### src/rtl/iag_pkg.sv
package iag_pkg;
  localparam int SRC_W = 2;

  typedef enum logic [SRC_W-1:0] {
    SRC_NONE = 2'b00,
    SRC_MI   = 2'b01,
    SRC_NMI  = 2'b10
  } src_e;

  typedef enum logic {
    RET_SEQ  = 1'b0,
    RET_MOVE = 1'b1
  } ret_e;
endpackage

### src/rtl/iag_shadow.sv
module iag_shadow (
  input  logic clk,
  input  logic rst_n,
  input  logic ctlreg_op_i,
  input  logic insn_done_i,
  input  logic bmove_busy_i,
  output logic shadow_o
);
  logic boundary;
  assign boundary = insn_done_i && !bmove_busy_i;

  // arming wins over clearing: a coincident completion belongs to the older instruction
  always_ff @(posedge clk) begin
    if (!rst_n)            shadow_o <= 1'b0;
    else if (ctlreg_op_i)  shadow_o <= 1'b1;
    else if (boundary)     shadow_o <= 1'b0;
  end

  AST_SHADOW_ARMS: assert property (@(posedge clk) disable iff (!rst_n)
    ctlreg_op_i |=> shadow_o);
  AST_SHADOW_CLEARS: assert property (@(posedge clk) disable iff (!rst_n)
    (shadow_o && boundary && !ctlreg_op_i) |=> !shadow_o);
endmodule

### src/rtl/iag_window.sv
module iag_window
  import iag_pkg::*;
(
  input  logic clk,
  input  logic rst_n,
  input  logic shadow_i,
  input  logic take_busy_i,
  input  logic mi_req_i,
  input  logic nmi_req_i,
  input  logic insn_done_i,
  input  logic bmove_busy_i,
  input  logic bmove_word_i,
  input  logic bmove_edge_i,
  output logic take_d_o,
  output src_e src_d_o,
  output ret_e ret_d_o
);
  logic insn_bnd, word_bnd, open_gate, nmi_ok, mi_ok;

  assign insn_bnd  = insn_done_i && !bmove_busy_i;
  assign word_bnd  = bmove_busy_i && bmove_word_i && bmove_edge_i;
  assign open_gate = !shadow_i && !take_busy_i;
  assign nmi_ok    = open_gate && nmi_req_i && (insn_bnd || word_bnd);
  assign mi_ok     = open_gate && mi_req_i && insn_bnd;

  always_comb begin
    take_d_o = nmi_ok || mi_ok;
    src_d_o  = SRC_NONE;
    ret_d_o  = RET_SEQ;
    if (nmi_ok) begin
      src_d_o = SRC_NMI;
      if (word_bnd) ret_d_o = RET_MOVE;
    end else if (mi_ok) begin
      src_d_o = SRC_MI;
    end
  end

  AST_MI_NEEDS_INSN: assert property (@(posedge clk) disable iff (!rst_n)
    mi_ok |-> (insn_done_i && !bmove_busy_i));
  AST_NMI_FIRST: assert property (@(posedge clk) disable iff (!rst_n)
    (nmi_ok && mi_ok) |-> (src_d_o == SRC_NMI));
endmodule

### src/rtl/iag_issue.sv
module iag_issue
  import iag_pkg::*;
(
  input  logic clk,
  input  logic rst_n,
  input  logic take_d_i,
  input  src_e src_d_i,
  input  ret_e ret_d_i,
  output logic take_o,
  output src_e src_o,
  output ret_e ret_o
);
  always_ff @(posedge clk) begin
    if (!rst_n) begin
      take_o <= 1'b0;
      src_o  <= SRC_NONE;
      ret_o  <= RET_SEQ;
    end else begin
      take_o <= take_d_i;
      src_o  <= src_d_i;
      ret_o  <= ret_d_i;
    end
  end

  AST_SRC_WITH_TAKE: assert property (@(posedge clk) disable iff (!rst_n)
    take_o |-> (src_o != SRC_NONE));
endmodule

### src/rtl/int_accept_gate.sv
module int_accept_gate
  import iag_pkg::*;
(
  input  logic             clk,
  input  logic             rst_n,
  input  logic             mi_req_i,
  input  logic             nmi_req_i,
  input  logic             insn_done_i,
  input  logic             ctlreg_op_i,
  input  logic             bmove_busy_i,
  input  logic             bmove_word_i,
  input  logic             bmove_edge_i,
  output logic             take_o,
  output logic [SRC_W-1:0] take_src_o,
  output logic             ret_sel_o
);
  logic shadow;
  logic take_d;
  src_e src_d, src_q;
  ret_e ret_d, ret_q;

  iag_shadow u_shadow (
    .clk(clk), .rst_n(rst_n), .ctlreg_op_i(ctlreg_op_i),
    .insn_done_i(insn_done_i), .bmove_busy_i(bmove_busy_i), .shadow_o(shadow)
  );

  iag_window u_window (
    .clk(clk), .rst_n(rst_n), .shadow_i(shadow), .take_busy_i(take_o),
    .mi_req_i(mi_req_i), .nmi_req_i(nmi_req_i), .insn_done_i(insn_done_i),
    .bmove_busy_i(bmove_busy_i), .bmove_word_i(bmove_word_i),
    .bmove_edge_i(bmove_edge_i), .take_d_o(take_d), .src_d_o(src_d), .ret_d_o(ret_d)
  );

  iag_issue u_issue (
    .clk(clk), .rst_n(rst_n), .take_d_i(take_d), .src_d_i(src_d), .ret_d_i(ret_d),
    .take_o(take_o), .src_o(src_q), .ret_o(ret_q)
  );

  assign take_src_o = src_q;
  assign ret_sel_o  = ret_q;

  AST_TAKE_PULSE: assert property (@(posedge clk) disable iff (!rst_n)
    take_o |=> !take_o);
  AST_BYTE_MOVE_QUIET: assert property (@(posedge clk) disable iff (!rst_n)
    (bmove_busy_i && !bmove_word_i) |=> !take_o);
  AST_WORD_MOVE_NMI_ONLY: assert property (@(posedge clk) disable iff (!rst_n)
    (bmove_busy_i && bmove_word_i) |=> (!take_o || take_src_o == SRC_NMI));
  AST_WORD_MOVE_EDGE: assert property (@(posedge clk) disable iff (!rst_n)
    (bmove_busy_i && !bmove_edge_i) |=> !take_o);
  AST_SHADOW_BLOCKS: assert property (@(posedge clk) disable iff (!rst_n)
    shadow |=> !take_o);
  AST_RET_ONLY_NMI: assert property (@(posedge clk) disable iff (!rst_n)
    (take_o && ret_sel_o) |-> (take_src_o == SRC_NMI));
  AST_NO_BOUNDARY: assert property (@(posedge clk) disable iff (!rst_n)
    (!insn_done_i && !bmove_edge_i) |=> !take_o);
endmodule

### config.mk
export PLATFORM = sky130hd
export DESIGN_NAME = int_accept_gate
export DESIGN_NICKNAME = d
export VERILOG_FILES = /design/src/rtl/iag_pkg.sv /design/src/rtl/iag_shadow.sv /design/src/rtl/iag_window.sv /design/src/rtl/iag_issue.sv /design/src/rtl/int_accept_gate.sv
export SDC_FILE = /design/constraint.sdc
export NUM_CORES = 1
export LEC_CHECK = 0
export BUFFER_PORTS_ARGS = -buffer_cell sky130_fd_sc_hd__buf_2
export CAP_MARGIN = 20
export CORE_AREA = 2 2 39 41
export DETAILED_ROUTE_END_ITERATION = 8
export DIE_AREA = 0 0 41 43
export PLACE_DENSITY = 0.36
export SYNTH_ARGS = -nofsm -noshare
export SYNTH_HDL_FRONTEND = slang
export SYNTH_SLANG_ARGS = --single-unit
### constraint.sdc
create_clock -name clk -period 0.85 [get_ports clk]
set_input_delay 0.0425 -clock clk [delete_from_list [all_inputs] [get_ports clk]]
set_output_delay 0.0425 -clock clk [all_outputs]
set_load 0.03 [all_outputs]
Word level (Yosys, flattened, before mapping) --
Cells that the tools add are included.
Word-level totals: register bits after elaboration 5, latch bits 0, bits in writable memories 0, bits in read-only memories 0, input port bits 9, output and inout port bits 4, word-level logic and storage cells 27, memories 0
Operators by class: $add $sub $neg 0, multiply operators 0, div/mod/pow operators 0, order comparisons 0, equality and inequality tests 0, shift-type cells 0, mux-type cells 5, bitwise gates (word level) 1, reduce and logical (&&, ||, !) cells 16
Operators with widths (count):
- 1-bit logical AND | 8
- 1-bit 2-to-1 mux | 4
- 1-bit zero test | 3
- 1-bit logical OR | 2
- 2-bit 2-to-1 mux | 1
- 2-bit AND reduction | 1
- 2-bit nonzero test | 1
- 2-bit OR reduction | 1
- 1-bit NOT | 1

Longest topological paths before layout --
depth in word-level cells 6, mapped depth 3, gate-level depth less buffers 3

Cells and area by module --
A second synthesis with hierarchy kept.
Unflattened totals: cells, all modules 25, area, all modules 229.0 µm²
By module, submodules not included:
- iag_issue | instances 1, cells an instance 8, area an instance 105.1 µm², seq. area each 80.1 µm²
- iag_window | instances 1, cells an instance 13, area an instance 82.6 µm², seq. area each 0.0 µm²
- iag_shadow | instances 1, cells an instance 4, area an instance 41.3 µm², seq. area each 20.0 µm²

Worst setup path after synthesis --
OpenSTA, ideal clock, no wires.
path kind reg2reg, start register u_issue.take_o, end register u_issue.take_o, setup time 69 ps, arrival 807 ps, data required time 781 ps, path slack -26 ps, cell stages (with the launch flop) 4, buffers on the path 0, clock period less this slack 876 ps, cells stage by stage dfxtp_1 > nor3b_2 > nand2_1 > o21ai_1
On the way: cells in the longest elaborated chain, start to end 5, elaborated cells on any way between the ends 7, classes of those cells 7 x reduce/logical
RTL lines:
- from (decl) | RTL line iag_issue.sv:9 | output logic take_o,
- from (signal assigned) | RTL line iag_issue.sv:19 | take_o <= take_d_i;
- 1-bit zero test * | RTL line iag_window.sv:22 | assign open_gate = !shadow_i && !take_busy_i;
- 1-bit logical AND * | RTL line iag_window.sv:22
- 1-bit logical AND, on equally long branches (2 in series) | RTL line iag_window.sv:23, iag_window.sv:24
- 1-bit logical OR * | RTL line iag_window.sv:27 | take_d_o = nmi_ok || mi_ok;
Every way passes the cells marked *; elsewhere a longest branch is shown, timed or not. A chain may end at the register's enable or synchronous reset.

Worst setup path after layout --
start register u_shadow.shadow_o, end register u_issue.take_o
On the way: cells in the longest elaborated chain, start to end 5, elaborated cells on any way between the ends 7, classes of those cells 7 x reduce/logical
RTL lines:
- from (decl) | RTL line iag_shadow.sv:7 | output logic shadow_o
- from (signal assigned) | RTL line iag_shadow.sv:14 | if (!rst_n) shadow_o <= 1'b0;
- from (signal assigned) | RTL line iag_shadow.sv:15 | else if (ctlreg_op_i) shadow_o <= 1'b1;
- from (signal assigned) | RTL line iag_shadow.sv:16 | else if (boundary) shadow_o <= 1'b0;
- 1-bit zero test * | RTL line iag_window.sv:22
- 1-bit logical AND * | RTL line iag_window.sv:22
- 1-bit logical AND, on equally long branches (2 in series) | RTL line iag_window.sv:23, iag_window.sv:24
- 1-bit logical OR * | RTL line iag_window.sv:27
Marks and branches as above.

==> summary.md <==
| Metric | Value |
|---|---|
| Status | completed |
| Vias in the first global route | 154 |
| NumNets Final | 44 |
| Pre-CTS setup slack | 0.0281 ns |
| Initial antenna violation count | 0 |
| Initial Util | 0.123 |
| Final Hold Viols | 0 |
| Max cap viols | 0 |
| Buffers added on ports | 12 |
| Pin count of the biggest net entering global routing | 4 |
| Tot Pwr | 587 uW |
| Inst Count DP | between 40 and 50 |
| I/O pins | 13 |
| Drt drc | 0 |
| Synthesized instance count | 17 |
| Vias per inst | 3.42 |
| Footprint of the multi-input gates | 70.1 um^2 |
| Setup violators final | 0 |
| Layout cell share with drive strength beyond 1 | 0.529 |
| Antenna Cells | 0 |
| P_leak | 0.137 nW |
| Slowest CP cell | dfxtp_2 |
| Critical path cell sequence | nor3b_2 -> nand2_1 -> o21ai_1 |
| CP Class | reg -> reg |
| Post-layout util | 0.209 |
| Root Buffer | clkbuf_4 |
| Clock skew | 0.00218 ns |
| Yosys warnings | 0 |
| Most frequent cells in the layout | buf_2 (12), nor2_1 (3), clkbuf_4 (3), dfxtp_1 (3), dfxtp_2 (2) |
| Dpl cell area | 251 um^2 |
| Clk slew on worst S/H paths | 0.04 ns |
| Layout Cells excl Fill | 50 |
| CTS max path bufs | 2 |
| First-pass DRT Iterations | 2 |
| PD cells | approximately 2000 nW/um^2 |
| Sequential-to-total area share from yosys stat | 0.588 |
| First-pass GRT wire length | 641 um |
| Final wirelength | 405 um |
| Worst-path maximum fanout | 3 |
| Crit-path max cell delay | 0.32 ns |
| Mapped Nets | 26 |
| Setup Buffers After CTS | 0 |
| Worst Path Arrival | 1.00 ns |
| Core ar. | 1380 um^2 |
| Die span in y | 43 um |
| Minimum clock period | 0.826 ns |
| H-tree depth | 1 |
| Worst setup margin | approximately 0.024 ns |
| Congestion Overflow GR | 0 |
| Hold Path Class | in -> reg |
| R2r setup slk | about 0.024 ns |
| Routed length per placed instance | 8.10 um |
| Slew headroom | 0.891 |
| Synth Cell Area | 170 um^2 |
| Horiz. Die Dim | 41 um |
| Max Slew Vio Count | 0 |
| Register area | just over 100 um^2 |
| Finished Cell Area | 289 um^2 |
| Setup crit end kind | flop |
| Iteration-0 DRC Markers | 5 |
| GRT Util Overall | 0.0653 |
| Peak VDD IR | 0.000683 V |
| Clk Latency, worst-skew pair | ~0.24 ns |
| Post-DRT Antenna Nets | 0 |
| Worst Max-Slew Pin Slew | 0.163 ns |
| Worst Path Required | between 1 and 1.5 ns |
| Synth cell types | 11 |
| Area Growth Syn to Fin | 69.9% |
| Startpoint types | flop |
| Die area | around 1800 um^2 |
| CTS tree | yes |
| GPL Wtd Cong | 0.735 |
| RSZ-0062 raised after global routing | yes |
| Commonest non-fill, non-tap cell in the layout | buf_2 |
| FMAX | 1.21 GHz |
| Fill cells | between 150 and 200 |
| Num CTS Buffers | 3 |
| Total number of vias | 171 |
| Mean Syn Cell Area | 10.0 um^2 |
| Fin crit share | 0.972 |
| FF+latch count, synth | 5 |
| CTS sink cnt | 5 |
| Rows | 14 |
stage by stage:
step,setup TNS [ns],hold slack [ns]
3_3_place_gp,0,0.230
6_report,0,0.0240
4_1_cts,0,0.0173
2_1_floorplan,0,0.115
3_5_place_dp,0,0.227
5_1_grt,-0.128,0.0508
flip-flops by register name, indices dropped and copies added, names as in the netlist:
signal and cells:
u_issue.ret_o 1, u_issue.src_o 2, u_issue.take_o 1, u_shadow.shadow_o 1
cell type report:
class | instances | area share
Sequential cell | 5 | 0.355
Multi-Input combinational cell | 12 | 0.242
Timing Repair Buffer | 13 | 0.242
Clock buffer | 4 | 0.0909
Tap cell | 16 | 0.0693
power by group:
group          total [mW]  leakage (nW)  switching, mW  internal (mW)
registers           0.250        0.0415        0.00439          0.245
clock network       0.274        0.0150         0.0962          0.177
logic              0.0630        0.0801         0.0316         0.0314
total               0.587         0.137          0.132          0.454
cells in the mapped netlist:
cell	instances	area, um^2
nor2b_1	1	6.26
nor2_1	3	11.3
nand2b_1	1	6.26
o21ai_1	1	5.00
nor3b_2	1	12.5
a21oi_1	1	5.00
dfxtp_1	5	100
nand3_1	1	5.00
nand2_1	1	3.75
and2_1	1	6.26
nand4b_1	1	8.76
path summary, 6_finish.rpt:
path,from,to,cells past startpoint
setup / recovery,u_shadow.shadow_o,u_issue.take_o,3
hold / removal,ctlreg_op_i,u_shadow.shadow_o,3
setup reg to reg,u_shadow.shadow_o,u_issue.take_o,3
hold reg to reg,u_shadow.shadow_o,u_shadow.shadow_o,2
timing repair:
| action | CTS | global route |
|---|---|---|
| setup endpoints to repair | 1 | 4 |
| resized for setup | 0 | 1 |
| hold buffers | 1 | 0 |
| pin swaps | 3 | 3 |
| endpoints found under the hold margin | 1 | 0 |
kinds of logic (layout without fill, tap and decap cells):
| kind of cell | Yosys count | after routing | share of synthesized area |
|---|---|---|---|
| AO/OA/AOI/OAI | 2 | 2 | 0.0588 |
| buffers and inverters | 0 | 17 | 0 |
| AND/OR/NAND/NOR | 10 | 10 | 0.353 |
| flip-flops | 5 | 5 | 0.588 |
worst max-delay path: cells and delay by family, from the launching register on:
family | cells | cell delay, ns
AO/OA/AOI/OAI | 1 | 0.13
flip-flops | 1 | 0.32
AND/OR/NAND/NOR | 2 | 0.31
routing by layer:
metal  GRT usage  vias up  wire (um)
met5           0        -          0
met4      0.0600        0          3
met3      0.0785        2         87
met2      0.0531       15        115
met1      0.0774       62        198
li1            -       92          -
(Power assumes the default switching activity.)
